## config.mk

```make
export PLATFORM = sky130hd
export DESIGN_NAME = cmd_exec_core
export DESIGN_NICKNAME = d
export VERILOG_FILES = /design/src/rtl/cmd_exec_pkg.sv /design/src/rtl/cmd_decode.sv /design/src/rtl/ac_step.sv /design/src/rtl/clr_fill.sv /design/src/rtl/cmd_exec_core.sv
export SDC_FILE = /design/constraint.sdc
export NUM_CORES = 1
export LEC_CHECK = 0
export ABC_CLOCK_PERIOD_IN_PS = 2850
export BUFFER_PORTS_ARGS = -buffer_cell sky130_fd_sc_hd__buf_2
export CAP_MARGIN = 10
export CORE_MARGIN = 1
export CORE_UTILIZATION = 45
export CTS_CLUSTER_SIZE = 8
export DETAILED_ROUTE_END_ITERATION = 10
export MAX_ROUTING_LAYER = met4
export PLACE_DENSITY = 0.7
export SLEW_MARGIN = 10
export SYNTH_ARGS = -nofsm -noshare
export SYNTH_HDL_FRONTEND = slang
export SYNTH_SLANG_ARGS = --single-unit
```

## constraint.sdc

```tcl
create_clock -name clk -period 2.85 [get_ports clk]
set_input_delay 0.1425 -clock clk [delete_from_list [all_inputs] [get_ports clk]]
set_output_delay 0.1425 -clock clk [all_outputs]
set_load 0.02 [all_outputs]
```

## src/rtl/cmd_exec_pkg.sv

```systemverilog
package cmd_exec_pkg;

    localparam logic [7:0] SPACE_CODE = 8'h20;

    typedef enum logic [3:0] {
        OP_NOP,
        OP_CLEAR,
        OP_HOME,
        OP_ENTRY,
        OP_DISP,
        OP_SHIFT,
        OP_WIDTH,
        OP_CG_ADDR,
        OP_DD_ADDR,
        OP_WR_DATA,
        OP_RD_DATA,
        OP_STATUS
    } op_e;

    typedef struct packed {
        op_e        op;
        logic [7:0] arg;
    } cmd_t;

    typedef struct packed {
        logic inc;
        logic shift_en;
        logic disp;
        logic cursor;
        logic blink;
        logic wide;
    } mode_t;

    localparam mode_t MODE_RESET = '{inc: 1'b1, shift_en: 1'b0, disp: 1'b0,
                                     cursor: 1'b0, blink: 1'b0, wide: 1'b1};

endpackage

```

## src/rtl/cmd_decode.sv

```systemverilog
module cmd_decode
    import cmd_exec_pkg::*;
(
    input  logic       is_data,
    input  logic       is_read,
    input  logic [7:0] code,
    output cmd_t       cmd
);
    always_comb begin
        cmd.arg = code;
        if (is_data) begin
            cmd.op = is_read ? OP_RD_DATA : OP_WR_DATA;
        end else if (is_read) begin
            cmd.op = OP_STATUS;
        end else begin
            casez (code)
                8'b1???????: cmd.op = OP_DD_ADDR;
                8'b01??????: cmd.op = OP_CG_ADDR;
                8'b001?????: cmd.op = OP_WIDTH;
                8'b0001????: cmd.op = OP_SHIFT;
                8'b00001???: cmd.op = OP_DISP;
                8'b000001??: cmd.op = OP_ENTRY;
                8'b0000001?: cmd.op = OP_HOME;
                8'b00000001: cmd.op = OP_CLEAR;
                default:     cmd.op = OP_NOP;
            endcase
        end
    end
endmodule

```

## src/rtl/ac_step.sv

```systemverilog
module ac_step #(
    parameter int AW  = 5,
    parameter int NAW = 4
) (
    input  logic [AW-1:0] cur,
    input  logic          up,
    input  logic          narrow,
    output logic [AW-1:0] nxt
);
    localparam logic [AW-1:0] NMASK = AW'((1 << NAW) - 1);
    logic [AW-1:0] raw;

    always_comb begin
        raw = up ? cur + 1'b1 : cur - 1'b1;
        nxt = narrow ? (raw & NMASK) : raw;
    end
endmodule

```

## src/rtl/clr_fill.sv

```systemverilog
module clr_fill #(
    parameter int DEPTH  = 32,
    parameter int CYCLES = 34,
    localparam int CW = $clog2(CYCLES),
    localparam int AW = $clog2(DEPTH)
) (
    input  logic          clk,
    input  logic          rst,
    input  logic          start,
    output logic          active,
    output logic          we,
    output logic          last,
    output logic [AW-1:0] addr
);
    logic [CW-1:0] cnt;
    logic          run;

    always_ff @(posedge clk) begin
        if (rst || start) begin
            run <= 1'b1;
            cnt <= '0;
        end else if (run) begin
            if (cnt == CW'(CYCLES - 1)) begin
                run <= 1'b0;
            end
            cnt <= cnt + 1'b1;
        end
    end

    assign active = run;
    assign we     = run && (cnt < CW'(DEPTH));
    assign last   = run && (cnt == CW'(CYCLES - 1));
    assign addr   = cnt[AW-1:0];
endmodule

```

## src/rtl/cmd_exec_core.sv

```systemverilog
module cmd_exec_core
    import cmd_exec_pkg::*;
#(
    parameter int DD_AW      = 5,
    parameter int CG_AW      = 4,
    parameter int CG_DW      = 5,
    parameter int CLR_CYCLES = 34,
    localparam int DD_DEPTH  = 1 << DD_AW
) (
    input  logic             clk,
    input  logic             rst,
    input  logic             cmd_valid,
    input  logic             cmd_rs,
    input  logic             cmd_rd,
    input  logic [7:0]       cmd_byte,
    output logic [7:0]       rd_data,
    output logic             busy,
    output logic [DD_AW-1:0] ac,
    output logic             cg_sel,
    output logic             inc_mode,
    output logic             shift_en,
    output logic             disp_on,
    output logic             cursor_on,
    output logic             blink_on,
    output logic             bus_wide,
    output logic [DD_AW-1:0] shift_ofs,
    output logic             dd_we,
    output logic [DD_AW-1:0] dd_waddr,
    output logic [7:0]       dd_wdata,
    output logic [DD_AW-1:0] dd_raddr,
    input  logic [7:0]       dd_rdata,
    output logic             cg_we,
    output logic [CG_AW-1:0] cg_waddr,
    output logic [CG_DW-1:0] cg_wdata,
    output logic [CG_AW-1:0] cg_raddr,
    input  logic [CG_DW-1:0] cg_rdata
);
    cmd_t             cmd;
    mode_t            mode;
    logic [DD_AW-1:0] ac_q, ofs_q;
    logic             cg_q, refill_q;
    logic [7:0]       pref_q, rd_q;
    logic             fill_active, fill_we, fill_last, fill_start;
    logic [DD_AW-1:0] fill_addr;
    logic [DD_AW-1:0] ac_data_nxt, ac_cur_nxt;
    logic             accept;
    logic [7:0]       ram_word;

    cmd_decode u_dec (
        .is_data (cmd_rs),
        .is_read (cmd_rd),
        .code    (cmd_byte),
        .cmd     (cmd)
    );

    // address step after a data access follows the entry mode
    ac_step #(.AW(DD_AW), .NAW(CG_AW)) u_step_data (
        .cur    (ac_q),
        .up     (mode.inc),
        .narrow (cg_q),
        .nxt    (ac_data_nxt)
    );

    // address step for a cursor shift follows the R bit of the opcode
    ac_step #(.AW(DD_AW), .NAW(CG_AW)) u_step_cursor (
        .cur    (ac_q),
        .up     (cmd.arg[2]),
        .narrow (cg_q),
        .nxt    (ac_cur_nxt)
    );

    clr_fill #(.DEPTH(DD_DEPTH), .CYCLES(CLR_CYCLES)) u_fill (
        .clk    (clk),
        .rst    (rst),
        .start  (fill_start),
        .active (fill_active),
        .we     (fill_we),
        .last   (fill_last),
        .addr   (fill_addr)
    );

    assign busy       = fill_active | refill_q;
    assign accept     = cmd_valid && !busy;
    assign fill_start = accept && (cmd.op == OP_CLEAR);

    always_comb begin
        dd_we    = fill_we | (accept && cmd.op == OP_WR_DATA && !cg_q);
        dd_waddr = fill_we ? fill_addr : ac_q;
        dd_wdata = fill_we ? SPACE_CODE : cmd.arg;
        dd_raddr = fill_last ? '0 : ac_q;
        cg_we    = accept && cmd.op == OP_WR_DATA && cg_q;
        cg_waddr = ac_q[CG_AW-1:0];
        cg_wdata = cmd.arg[CG_DW-1:0];
        cg_raddr = ac_q[CG_AW-1:0];
        ram_word = cg_q ? {{(8-CG_DW){1'b0}}, cg_rdata} : dd_rdata;
    end

    always_ff @(posedge clk) begin
        if (rst) begin
            ac_q     <= '0;
            ofs_q    <= '0;
            cg_q     <= 1'b0;
            refill_q <= 1'b0;
            pref_q   <= '0;
            rd_q     <= '0;
            mode     <= MODE_RESET;
        end else begin
            refill_q <= 1'b0;
            if (fill_last) begin
                pref_q <= dd_rdata;
            end
            if (refill_q) begin
                pref_q <= ram_word;
            end
            if (cmd_valid && cmd.op == OP_STATUS) begin
                rd_q <= {busy, {(7-DD_AW){1'b0}}, ac_q};
            end else if (accept) begin
                unique case (cmd.op)
                    OP_CLEAR: begin
                        ac_q     <= '0;
                        cg_q     <= 1'b0;
                        ofs_q    <= '0;
                        mode.inc <= 1'b1;
                    end
                    OP_HOME: begin
                        ac_q     <= '0;
                        cg_q     <= 1'b0;
                        ofs_q    <= '0;
                        refill_q <= 1'b1;
                    end
                    OP_ENTRY: begin
                        mode.inc      <= cmd.arg[1];
                        mode.shift_en <= cmd.arg[0];
                    end
                    OP_DISP: begin
                        mode.disp   <= cmd.arg[2];
                        mode.cursor <= cmd.arg[1];
                        mode.blink  <= cmd.arg[0];
                    end
                    OP_SHIFT: begin
                        if (cmd.arg[3]) begin
                            ofs_q <= cmd.arg[2] ? ofs_q - 1'b1 : ofs_q + 1'b1;
                        end else begin
                            ac_q     <= ac_cur_nxt;
                            refill_q <= !cg_q;
                        end
                    end
                    OP_WIDTH: mode.wide <= cmd.arg[4];
                    OP_CG_ADDR: begin
                        ac_q     <= DD_AW'(cmd.arg[CG_AW-1:0]);
                        cg_q     <= 1'b1;
                        refill_q <= 1'b1;
                    end
                    OP_DD_ADDR: begin
                        ac_q     <= cmd.arg[DD_AW-1:0];
                        cg_q     <= 1'b0;
                        refill_q <= 1'b1;
                    end
                    OP_WR_DATA: begin
                        ac_q <= ac_data_nxt;
                        if (!cg_q && mode.shift_en) begin
                            ofs_q <= mode.inc ? ofs_q + 1'b1 : ofs_q - 1'b1;
                        end
                    end
                    OP_RD_DATA: begin
                        rd_q     <= pref_q;
                        ac_q     <= ac_data_nxt;
                        refill_q <= 1'b1;
                    end
                    default: ;
                endcase
            end
        end
    end

    assign rd_data   = rd_q;
    assign ac        = ac_q;
    assign cg_sel    = cg_q;
    assign inc_mode  = mode.inc;
    assign shift_en  = mode.shift_en;
    assign disp_on   = mode.disp;
    assign cursor_on = mode.cursor;
    assign blink_on  = mode.blink;
    assign bus_wide  = mode.wide;
    assign shift_ofs = ofs_q;
endmodule

```

## After elaboration in Yosys (flattened, before gate mapping)

Index checks and enable logic that the tools add are counted.

| cells by class | value |
|---|---|
| reductions and logical operators | 34 |
| multiplexer cells | 30 |
| order comparisons | 1 |
| $add $sub $neg | 5 |
| eq/ne operators | 22 |
| bitwise operators | 4 |

Operator list:

| cell | number |
|---|---|
| $mux 8 | 7 |
| $mux 5 | 11 |
| $pmux 4 s8 | 1 |
| $pmux 5 s5 | 1 |
| $eq 4x3->1 const B | 4 |
| $eq 4x4->1 const B | 4 |
| $pmux 5 s3 | 1 |
| $reduce_and 3->1 | 5 |
| $add 5x1->5 const B | 2 |
| $reduce_bool 2->1 | 5 |
| $sub 5x1->5 const B | 2 |
| $logic_and 1x1->1 | 9 |
| $eq 4x1->1 const B | 2 |
| $eq 4x2->1 const B | 2 |
| $eq 8x1->1 const B | 1 |
| $mux 4 | 2 |
| $eq 7x1->1 const B | 1 |
| $add 6x1->6 const B | 1 |
| $eq 6x1->1 const B | 1 |
| $eq 6x6->1 const B | 1 |
| $lt 6x6->1 const B | 1 |
| $pmux 1 s2 | 3 |
| $reduce_or 2->1 | 3 |
| $reduce_or 3->1 | 2 |
| 17 further kinds | 24 |

| storage, ports and cells | value |
|---|---|
| logic and storage cells | 111 |
| output and inout bits | 59 |
| bits in registers | 41 |

## Logic depth before layout (Yosys ltp)

Gate-level depths: netlist of the first run.

| depth | value |
|---|---|
| word-level depth | 8 |
| depth in mapped cells | 8 |
| gate-level depth less buffers | 8 |

## Hierarchy

Synthesis of the first run repeated with hierarchy kept, for this count alone.

| unflattened totals | value |
|---|---|
| cells, all modules | 371 |
| area total of the unflattened synthesis | 3,074.2 µm² |

By module, submodules not included:

| module | cells each | times used | area an instance (µm²) | sequential area each (µm²) |
|---|---|---|---|---|
| cmd_exec_core | 262 | 1 | 2,215.9 | 680.7 |
| clr_fill | 42 | 1 | 364.1 | 140.1 |
| ac_step | 20 | 2 | 155.1 | 0.0 |
| cmd_decode | 27 | 1 | 183.9 | 0.0 |

## Worst setup path before layout of the first run

OpenSTA, ideal clock, no wires.

| timing path | value |
|---|---|
| path type | input port to flip-flop |
| start point | input port cmd_byte[4] |
| end point | register refill_q |
| required time | 2.759 ns |
| path slack | 0.686 ns |
| stages on the path | 7 |
| arrival | 2.073 ns |
| path through | buf_6 -> or4_4 -> buf_6 -> o311ai_4 -> nand2_1 -> or4_1 -> a311oi_1 |

| between the ends | value |
|---|---|
| word-level cells in the longest chain between the ends | 7 |
| elaborated cells on any way between the ends | 18 |

RTL lines:

| element | line | RTL |
|---|---|---|
| from (decl) | cmd_exec_core.sv:15 | `input logic [7:0] cmd_byte,` |
| $eq 8x1->1, or another cell as far along | cmd_decode.sv:16 | `casez (code)` |
| $pmux 4 s8 (*) | cmd_decode.sv:16 |  |
| $mux 4 (*) | cmd_decode.sv:13 | `end else if (is_read) begin` |
| $mux 4 (*) | cmd_decode.sv:11 | `if (is_data) begin` |
| $eq 4x4->1, or another cell as far along | cmd_exec_core.sv:118 | `unique case (cmd.op)` |
| $reduce_or 4->1 (no line) or $logic_and 1x1->1 (tied branches) | - |  |
| $pmux 1 s2 or $reduce_or 3->1 (tied branches) | - |  |
| to (signal assigned) | cmd_exec_core.sv:145 | `refill_q <= !cg_q;` |
| to (decl) | cmd_exec_core.sv:41 | `logic cg_q, refill_q;` |

Mark *: on every way between the ends. The rest lies on a longest branch, timed or not.
A chain may end at the register's enable or synchronous reset.

## Worst setup path in the final report of the first run

| timing path | value |
|---|---|
| start point | register refill_q |
| end point | register mode, in the netlist bus_wide |

| between the ends | value |
|---|---|
| word-level cells in the longest chain between the ends | 4 |

RTL lines:

| element | line | RTL |
|---|---|---|
| $or 1x1->1 | cmd_exec_core.sv:82 | `assign busy = fill_active \| refill_q;` |
| $logic_not 1->1 | cmd_exec_core.sv:83 | `assign accept = cmd_valid && !busy;` |
| $logic_and 1x1->1 | cmd_exec_core.sv:83 |  |
| $reduce_and 3->1 (no line) | - |  |
| to (decl) | cmd_exec_core.sv:39 | `mode_t mode;` |

No other way between the ends.

==> metrics.cfg, run 1 <==
[clock_network]
cts_sinks=41
clk_pin_slew_ns=0.08
clk_latency_ns=0.30
tritoncts=built
cts.path.max_buffers=2
post_cts_buffers=0
cts_resized=0
cts_hold_buf=0
htreeDepth=2
cts_buffers=5
cts_root_buffer=clkbuf_8

[sta]
worst_pin_slew_ns=0.652
fin_ws_ns=0.522
timing.slew.headroom_pct=56.5
skew_ns=0.0131
rsz0062_at_grt=no
setup_viol=0
fmax_mhz=430
finalHoldViolCount=0
maxSlewViolCount=0
post-route-period-util_pct=81.7
period_minus_slack_ns=2.33
finalSetupTns_ns=0

[synth]
synthCells=342
avgSynthCellArea_sq_um=8.04
ys_warn_count=0
ys.flop_type=dfxtp_1
synth.net_count=374
async_reset_ff_share_pct=0
syn-cell-area_sq_um=2750
yosys_register_bits=41
synth.distinct_cells=57
synth_edf_count=0
ys_seq_area_share_pct=29.9

[global_route]
gr-total-overflow=0
antenna_found_initial=0
grt_max_degree=30
grt_pass1_vias=2466
grtUsageTotal_pct=24.8
grt_pass1_wl_mm=12.2

[worst_setup_path]
crit_buf_inv=0
startpoint_type=flip-flop
crit_start=refill_q$_SDFF_PP0_
slowest_stage=a2111oi_0
path_class=flip-flop to flip-flop
r2r_slack_ns=0.52
crit_family=simple AND/OR/NAND/NOR gates
path_max_fanout=14
max_stage_delay_ns=0.62
crit_chain=or3b_2 -> or2_0 -> a2111oi_0 -> mux2i_1 -> nand2_1
crit_required_ns=3.04
arrival_ns=2.51
endpoint_kind=flip-flop
r2r-start=refill_q$_SDFF_PP0_

[drt]
drt_iter0_drc=169
routed_via_density=5.75
vias=2761
ant_nets=0
drt_first_pass_iters=5
drcViolationCount=0
wl_per_cell_um=15.5
postRouteWirelength_mm=7.46

[hold_path]
hp-start=rst
holdCritPathClass=input pin to flip-flop

[flow_run]
max_cap_viol_count=0

[power]
cellPowerDensity_nw_per_um2=356
vdd_drop_max_mv=0.205
power.leakage_nw=1.35

[final_layout]
nets=437
nFillCells=584
layout_common_cells=84 x buf_2, 42 x nor2_1, 41 x dfxtp_1
drive_above_1_share_pct=26.4
syn2layout_area_growth_pct=16.6
diodes=0
final_common_cell=buf_2

[status]
status=finished, final reports clean

[die]
row_count=28
start_util_pct=46.4
coreArea_sq_um=5920
die_x_um=80.2
ios=85
fp.dieH_um=80.2
fp.dieArea_sq_um=6420

[place]
pre_cts_slack_ns=0.505
gp_congestion=0.937
place.port_buffers=84
hpwl_mm=5.46

## kinds of logic (layout without fill, tap and decap cells)
group	count (synthesis)	after routing	share of synthesized area (%)
and+or+nand+nor	121	121	22.1
AOI/OAI and AO/OA	87	87	22.0
buffers and inverters	46	109	8.65
DFF	41	41	29.9
muxes	31	31	11.5
xor gates and xnor gates	10	10	3.19
adders and majority gates	6	6	2.73
## final timing paths
kind / endpoint / depth (start not counted)
setup / recovery: bus_wide$_SDFFE_PP1P_ / 5
hold / removal: refill_q$_SDFF_PP0_ / 2
setup reg to reg: bus_wide$_SDFFE_PP1P_ / 5
hold reg to reg: pref_q[3]$_SDFFE_PP0P_ / 2
## through the flow
step	total power [W]	utilization, %	hold slack, ns	std cells	cell area, sq um
final	0.00114	54.1	0.0689	480	3210
after global routing	0.00119	54.1	0.0714	480	3210
after CTS	0.00114	54.1	0.0618	480	3210
after detailed placement	0.000757	52.6	0.395	473	3120
after global placement	0.000755	52.6	0.397	473	3120
after floorplan	0.000707	-	0.286	342	2750
## sequential cells by signal (all words and copies together), names as in the netlist
register	count
cursor_on	1
inc_mode	1
u_fill.cnt	6
rd_data	8
ac	5
blink_on	1
pref_q	8
u_fill.active	1
disp_on	1
bus_wide	1
shift_ofs	5
cg_sel	1
refill_q	1
shift_en	1
## where the power goes
group / total, W / internal, W / switching, W
registers: 0.000587 / 0.000580 / 0.00000677
logic: 0.000158 / 0.0000565 / 0.000101
clock network: 0.000397 / 0.000192 / 0.000206
total: 0.00114 / 0.000829 / 0.000314
## layout make-up
class,count,area (sq um),share of cell area (%)
multi-input cells,255,1690,52.7
well taps,75,93.8,2.93
inverters,12,45.0,1.41
flip-flops and latches,41,821,25.6
clock buffers,6,82.6,2.58
clock inverters,1,7.51,0.234
repair buffers,90,465,14.5
## metal layers
| metal | vias up | part of all wire, % | track usage (%) |
|---|---|---|---|
| li1 | 1368 | - | - |
| met1 | 1278 | 46 | 34.1 |
| met2 | 107 | 46 | 37.9 |
| met3 | 8 | 6.9 | 4.09 |
| met4 | 0 | 1.1 | 6.07 |
| met5 | - | 0 | - |
## cells in the mapped netlist, types with 5 or more instances
library cell | count | area share (%)
and2_1 | 9 | 2.0
nor4_1 | 6 | 1.4
nand4_1 | 7 | 1.6
nor2_1 | 42 | 5.7
buf_4 | 13 | 3.6
o22ai_1 | 10 | 2.3
clkbuf_1 | 15 | 2.0
ha_1 | 6 | 2.7
nand3_1 | 5 | 0.91
o21ai_0 | 9 | 1.6
a21oi_1 | 18 | 3.3
nor3_1 | 12 | 2.2
nand2_1 | 18 | 2.5
a21o_1 | 5 | 1.4
dfxtp_1 | 41 | 30
inv_1 | 12 | 1.6
mux2i_1 | 27 | 9.8
xnor2_1 | 7 | 2.2
a211oi_1 | 15 | 4.1
## worst register-to-register path, stage by stage (launching register included)
cell and delay [ns]:
dfxtp_1 0.33, or3b_2 0.49, or2_0 0.47, a2111oi_0 0.62
mux2i_1 0.24, nand2_1 0.06
Note: power is estimated with default switching activity, not from simulation.
==> run 2, diff against run 1 <==
ABC_CLOCK_PERIOD_IN_PS = 2050   (was 2850)
PLACE_DENSITY = 0.72   (was 0.7)
clock period = 2.05 ns   (was 2.85 ns; I/O delays follow)
==> run 2 against run 1 <==
Critical path depth is 2 higher. Count of clock-buffer cells in the layout unchanged. Combinational power is 63% higher.
==> metrics.cfg, run 2 (same netlist as run 1, synthesis figures left out) <==
[final_layout]
nets=466  ; +6.6%
final_common_cell=buf_2
diodes=0  ; unchanged
drive_above_1_share_pct=33.3  ; +6.9 points
fin_area_sq_um=3510  ; +9.5%
syn2layout_area_growth_pct=27.7
layout_common_cells=83 x buf_2, 42 x nor2_1, 41 x dfxtp_1

[clock_network]
cts_buffers=5  ; unchanged
cts_root_buffer=clkbuf_8
clk_latency_ns=0.30  ; about the same
htreeDepth=2  ; unchanged
cts_sinks=41  ; unchanged
clk_pin_slew_ns=0.08  ; about the same
cts.path.max_buffers=2  ; unchanged
tritoncts=built

[die]
fp.dieH_um=80.2  ; unchanged
coreArea_sq_um=5920  ; unchanged
ios=85  ; unchanged
die_x_um=80.2  ; unchanged
fp.dieArea_sq_um=6420  ; unchanged
start_util_pct=46.4  ; unchanged
row_count=28  ; unchanged

[drt]
vias=2908  ; +5.3%
routed_via_density=5.70  ; -0.87%
wl_per_cell_um=15.7  ; +0.93%
postRouteWirelength_mm=8.00  ; +7.2%
drt_iter0_drc=184  ; +8.9%
drt_first_pass_iters=5  ; unchanged
ant_nets=0  ; unchanged
drcViolationCount=0  ; unchanged

[place]
gp_congestion=0.988  ; +5.5%
place.port_buffers=84  ; unchanged
dpl-instance-area_sq_um=3370  ; +8.2%
hpwl_mm=5.98  ; +9.5%

[sta]
worst_pin_slew_ns=0.598  ; -0.0545 ns
finalHoldViolCount=0  ; unchanged
post-route-period-util_pct=98.4
period_minus_slack_ns=2.02
fmax_mhz=496
setup_viol=0  ; unchanged
maxSlewViolCount=0  ; unchanged
skew_ns=0.00597  ; -0.00712 ns
timing.slew.headroom_pct=60.2  ; +3.6 points
finalSetupTns_ns=0  ; unchanged

[worst_setup_path]
path_class=flip-flop to output pin
startpoint_type=flip-flop
arrival_ns=1.92  ; -0.59 ns
path_max_fanout=3  ; -11
crit_required_ns=1.95  ; -1.09 ns
endpoint_kind=output pin

[global_route]
grt_pass1_vias=2610  ; +5.8%
grt_pass1_wl_mm=12.7  ; +4.4%
grtUsageTotal_pct=26.4  ; +1.5 points
antenna_found_initial=0  ; unchanged
grt_max_degree=32  ; +6.7%
gr-total-overflow=0  ; unchanged

[power]
power.leakage_nw=1.52  ; +13%
cellPowerDensity_nw_per_um2=501  ; +41%
vdd_drop_max_mv=0.373  ; +82%
total_power_w=0.00176  ; +54%

[flow_run]
max_cap_viol_count=0  ; unchanged

[hold_path]
holdCritPathClass=input pin to flip-flop

[status]
status=finished, final reports clean

[run 2: per-layer routing]
layer / global-route usage [%] / share of wire (%)
met2: 41.1 / 48
met3: 5.80 / 6.9
met5: - / 0
met4: 10.5 / 1.7
met1: 33.1 / 44
[run 2: what timing repair did]
action | in CTS | in global routing
pin swaps | 0 | 0
endpoints found under the setup margin | 1 | 8
resized for setup | 2 | 8
setup buffers | 0 | 0
hold buffers | 0 | 0
[run 2: where the power goes]
group	switching [W]	internal, W
Sequential	0.00000979	0.000807
Clock	0.000289	0.000396
Combinational	0.000154	0.000103
Total	0.000452	0.00131
[run 2: through the flow]
| stage | setup WS [ns] | std cells | hold WS [ns] | util [%] |
|---|---|---|---|---|
| floorplan | -0.0206 | 342 | 0.246 | - |
| global placement | 0.0178 | 502 | 0.398 | 56.9 |
| detailed placement | -0.0631 | 502 | 0.412 | 56.9 |
| CTS | 0.0420 | 510 | 0.104 | 59.1 |
| global route | -0.00184 | 510 | 0.119 | 59.3 |
| finish | 0.0321 | 510 | 0.0974 | 59.3 |
[run 2: worst paths after layout]
check	cells after the start	from	slack, ns	endpoint
worst min-delay path	3	dd_rdata[7]	0.1	pref_q[7]$_SDFFE_PP0P_
worst max register to register	5	u_fill.active$_SDFF_PP1_	0.07	shift_ofs[1]$_SDFFE_PP0P_
worst max-delay path	7	u_fill.active$_SDFF_PP1_	0.03	dd_we
worst min register to register	2	bus_wide$_SDFFE_PP1P_	0.49	bus_wide$_SDFFE_PP1P_
[run 2: final cells by class]
class,instances,area [sq um]
inverters,12,45.0
fillers,546,2410
multi-input cells,255,1740
flip-flops and latches,41,821
clock buffers,6,82.6
clock inverters,2,37.5
repair buffers,119,686
well taps,75,93.8
[run 2: critical path, cell delays in order (launching register included)]
cell     delay (ns)
dfxtp_1        0.32
or3b_2         0.48
buf_4          0.16
nor3_2         0.13
buf_4          0.14
nand2_1        0.06
o21ai_2        0.15
buf_4          0.17
==> run 3, diff against run 2 <==
RECOVER_POWER = 25   (was not set)
==> run 3 against run 2 <==
Register-to-register slack about the same. Sequential cell count unchanged. Total power decreased by 0.35%. Clock power about the same. Non-clock buffer count unchanged. Critical path type unchanged.
==> metrics.cfg, run 3 (same netlist as run 1, synthesis figures left out) <==
[global_route]
grt_max_degree=32  ; unchanged
grt_use_met2_pct=41.1  ; unchanged
grtUsageMet3_pct=5.80  ; unchanged
busiest_layer=met2
grt_pass1_vias=2610  ; unchanged
use_met1_pct=33.1  ; unchanged
grtUsageTotal_pct=26.4  ; unchanged
grt_pass1_wl_mm=12.7  ; unchanged
gr-total-overflow=0  ; unchanged
antenna_found_initial=0  ; unchanged

[die]
row_count=28  ; unchanged
die_x_um=80.2  ; unchanged
coreArea_sq_um=5920  ; unchanged
fp.dieArea_sq_um=6420  ; unchanged
ios=85  ; unchanged
fp.dieH_um=80.2  ; unchanged
start_util_pct=46.4  ; unchanged

[clock_network]
clk_latency_ns=0.29  ; about the same
cts_buffers=5  ; unchanged
cts_hold_buf=0  ; unchanged
clk_pin_slew_ns=0.08  ; about the same
cts.path.max_buffers=2  ; unchanged
tritoncts=built
cts_sinks=41  ; unchanged
htreeDepth=2  ; unchanged
cts_root_buffer=clkbuf_8

[place]
pre_cts_slack_ns=-0.0631  ; unchanged
dp_cells=502  ; unchanged
dpl-instance-area_sq_um=3370  ; unchanged
gp_congestion=0.988  ; unchanged
hpwl_mm=5.98  ; unchanged
place.port_buffers=84  ; unchanged

[final_layout]
syn2layout_area_growth_pct=26.5
multi_input_area_sq_um=1740  ; unchanged
finalNonFillerCells=510  ; unchanged
diodes=0  ; unchanged
fin_area_sq_um=3480  ; -0.93%
drive_above_1_share_pct=27.8  ; -5.5 points
register_area_sq_um=821  ; unchanged
layout_common_cells=60 x buf_2, 42 x nor2_1, 41 x dfxtp_1
nFillCells=560  ; +2.6%
fin_util_pct=58.7  ; -0.55 points
nets=466  ; unchanged
final_common_cell=buf_2

[drt]
ant_nets=0  ; unchanged
wl_per_cell_um=15.6  ; -0.54%
vias=2927  ; +0.65%
routed_via_density=5.74  ; +0.65%
drt_iter0_drc=195  ; +6.0%
drt_first_pass_iters=4  ; -1
postRouteWirelength_mm=7.95  ; -0.54%
drcViolationCount=0  ; unchanged

[hold_path]
holdCritPathClass=input pin to flip-flop

[sta]
timing.slew.headroom_pct=60.7  ; +0.58 points
finalHoldViolCount=0  ; unchanged
period_minus_slack_ns=2.00  ; -0.0133 ns
fin_ws_ns=0.0454  ; +0.0133 ns
fmax_mhz=499  ; +0.66%
setup_viol=0  ; unchanged
whs_ns=0.102  ; +0.00414 ns
worst_pin_slew_ns=0.589  ; -0.00868 ns
post-route-period-util_pct=97.8  ; -0.65 points
skew_ns=0.00581  ; -0.000166 ns
maxSlewViolCount=0  ; unchanged

[worst_setup_path]
max_stage_delay_ns=0.48  ; about the same
path_max_fanout=3  ; unchanged
endpoint_kind=output pin
startpoint_type=flip-flop
critPathMostFrequentCell=buf_4
crit_required_ns=1.95  ; about the same
crit_family=simple AND/OR/NAND/NOR gates
arrival_ns=1.90  ; -0.02 ns
crit_chain=or3b_2 -> buf_4 -> nor3_2 -> buf_4 -> nand2_1 -> o21ai_2 -> buf_4
slowest_stage=or3b_2
path_class=flip-flop to output pin
crit_buf_inv=3  ; unchanged

[power]
power.leakage_nw=1.43  ; -6.1%
cellPowerDensity_nw_per_um2=504  ; +0.58%
vdd_drop_max_mv=0.368  ; -1.3%

[flow_run]
max_cap_viol_count=0  ; unchanged

[status]
status=finished, final reports clean

run 3: power by group:
| group | total [W] | switching [W] | internal (W) |
|---|---|---|---|
| registers | 0.000817 | 0.00000995 | 0.000807 |
| logic | 0.000254 | 0.000154 | 0.0000997 |
| clock network | 0.000682 | 0.000286 | 0.000396 |
run 3: path summary, 6_finish.rpt:
| kind | startpoint | endpoint | slack (ns) | depth (start not counted) |
|---|---|---|---|---|
| worst max-delay path | u_fill.active$_SDFF_PP1_ | dd_we | 0.05 | 7 |
| worst min-delay path | dd_rdata[7] | pref_q[7]$_SDFFE_PP0P_ | 0.10 | 3 |
| worst max register to register | u_fill.active$_SDFF_PP1_ | shift_ofs[1]$_SDFFE_PP0P_ | 0.08 | 5 |
| worst min register to register | bus_wide$_SDFFE_PP1P_ | bus_wide$_SDFFE_PP1P_ | 0.49 | 2 |
run 3: what timing repair did:
| action | in CTS | in global routing |
|---|---|---|
| cloned | 0 | 0 |
| setup buffers | 0 | 0 |
| gates resized for setup | 2 | 8 |
| setup endpoints to repair | 1 | 8 |
| endpoints found under the hold margin | 0 | 0 |
| pin swaps | 0 | 0 |
run 3: per-layer routing:
metal / routed length, um / vias up
li1: - / 1427
met1: 3490 / 1361
met2: 3790 / 123
met3: 531 / 16
met4: 142 / 0
met5: 0 / -
run 3: area by class of cell:
type                            instances  share of cell area [%]
Multi-Input combinational cell        255                    50.2
Sequential cell                        41                    23.6
Timing Repair Buffer                  119                    18.8
Tap cell                               75                    2.70
Clock buffer                            6                    2.37
Inverter                               12                    1.30
Clock inverter                          2                    1.08
run 3: metrics by stage:
stage	power (W)	setup TNS, ns
after floorplan	0.000990	-0.0228
final	0.00175	0
after global routing	0.00182	-0.00184
after detailed placement	0.00109	-0.0631
after global placement	0.00108	0
after CTS	0.00177	0
run 3: worst min-delay path, cell delays in order:
cell	delay, ns
buf_2	0.08
mux2i_1	0.06
nor3_1	0.11
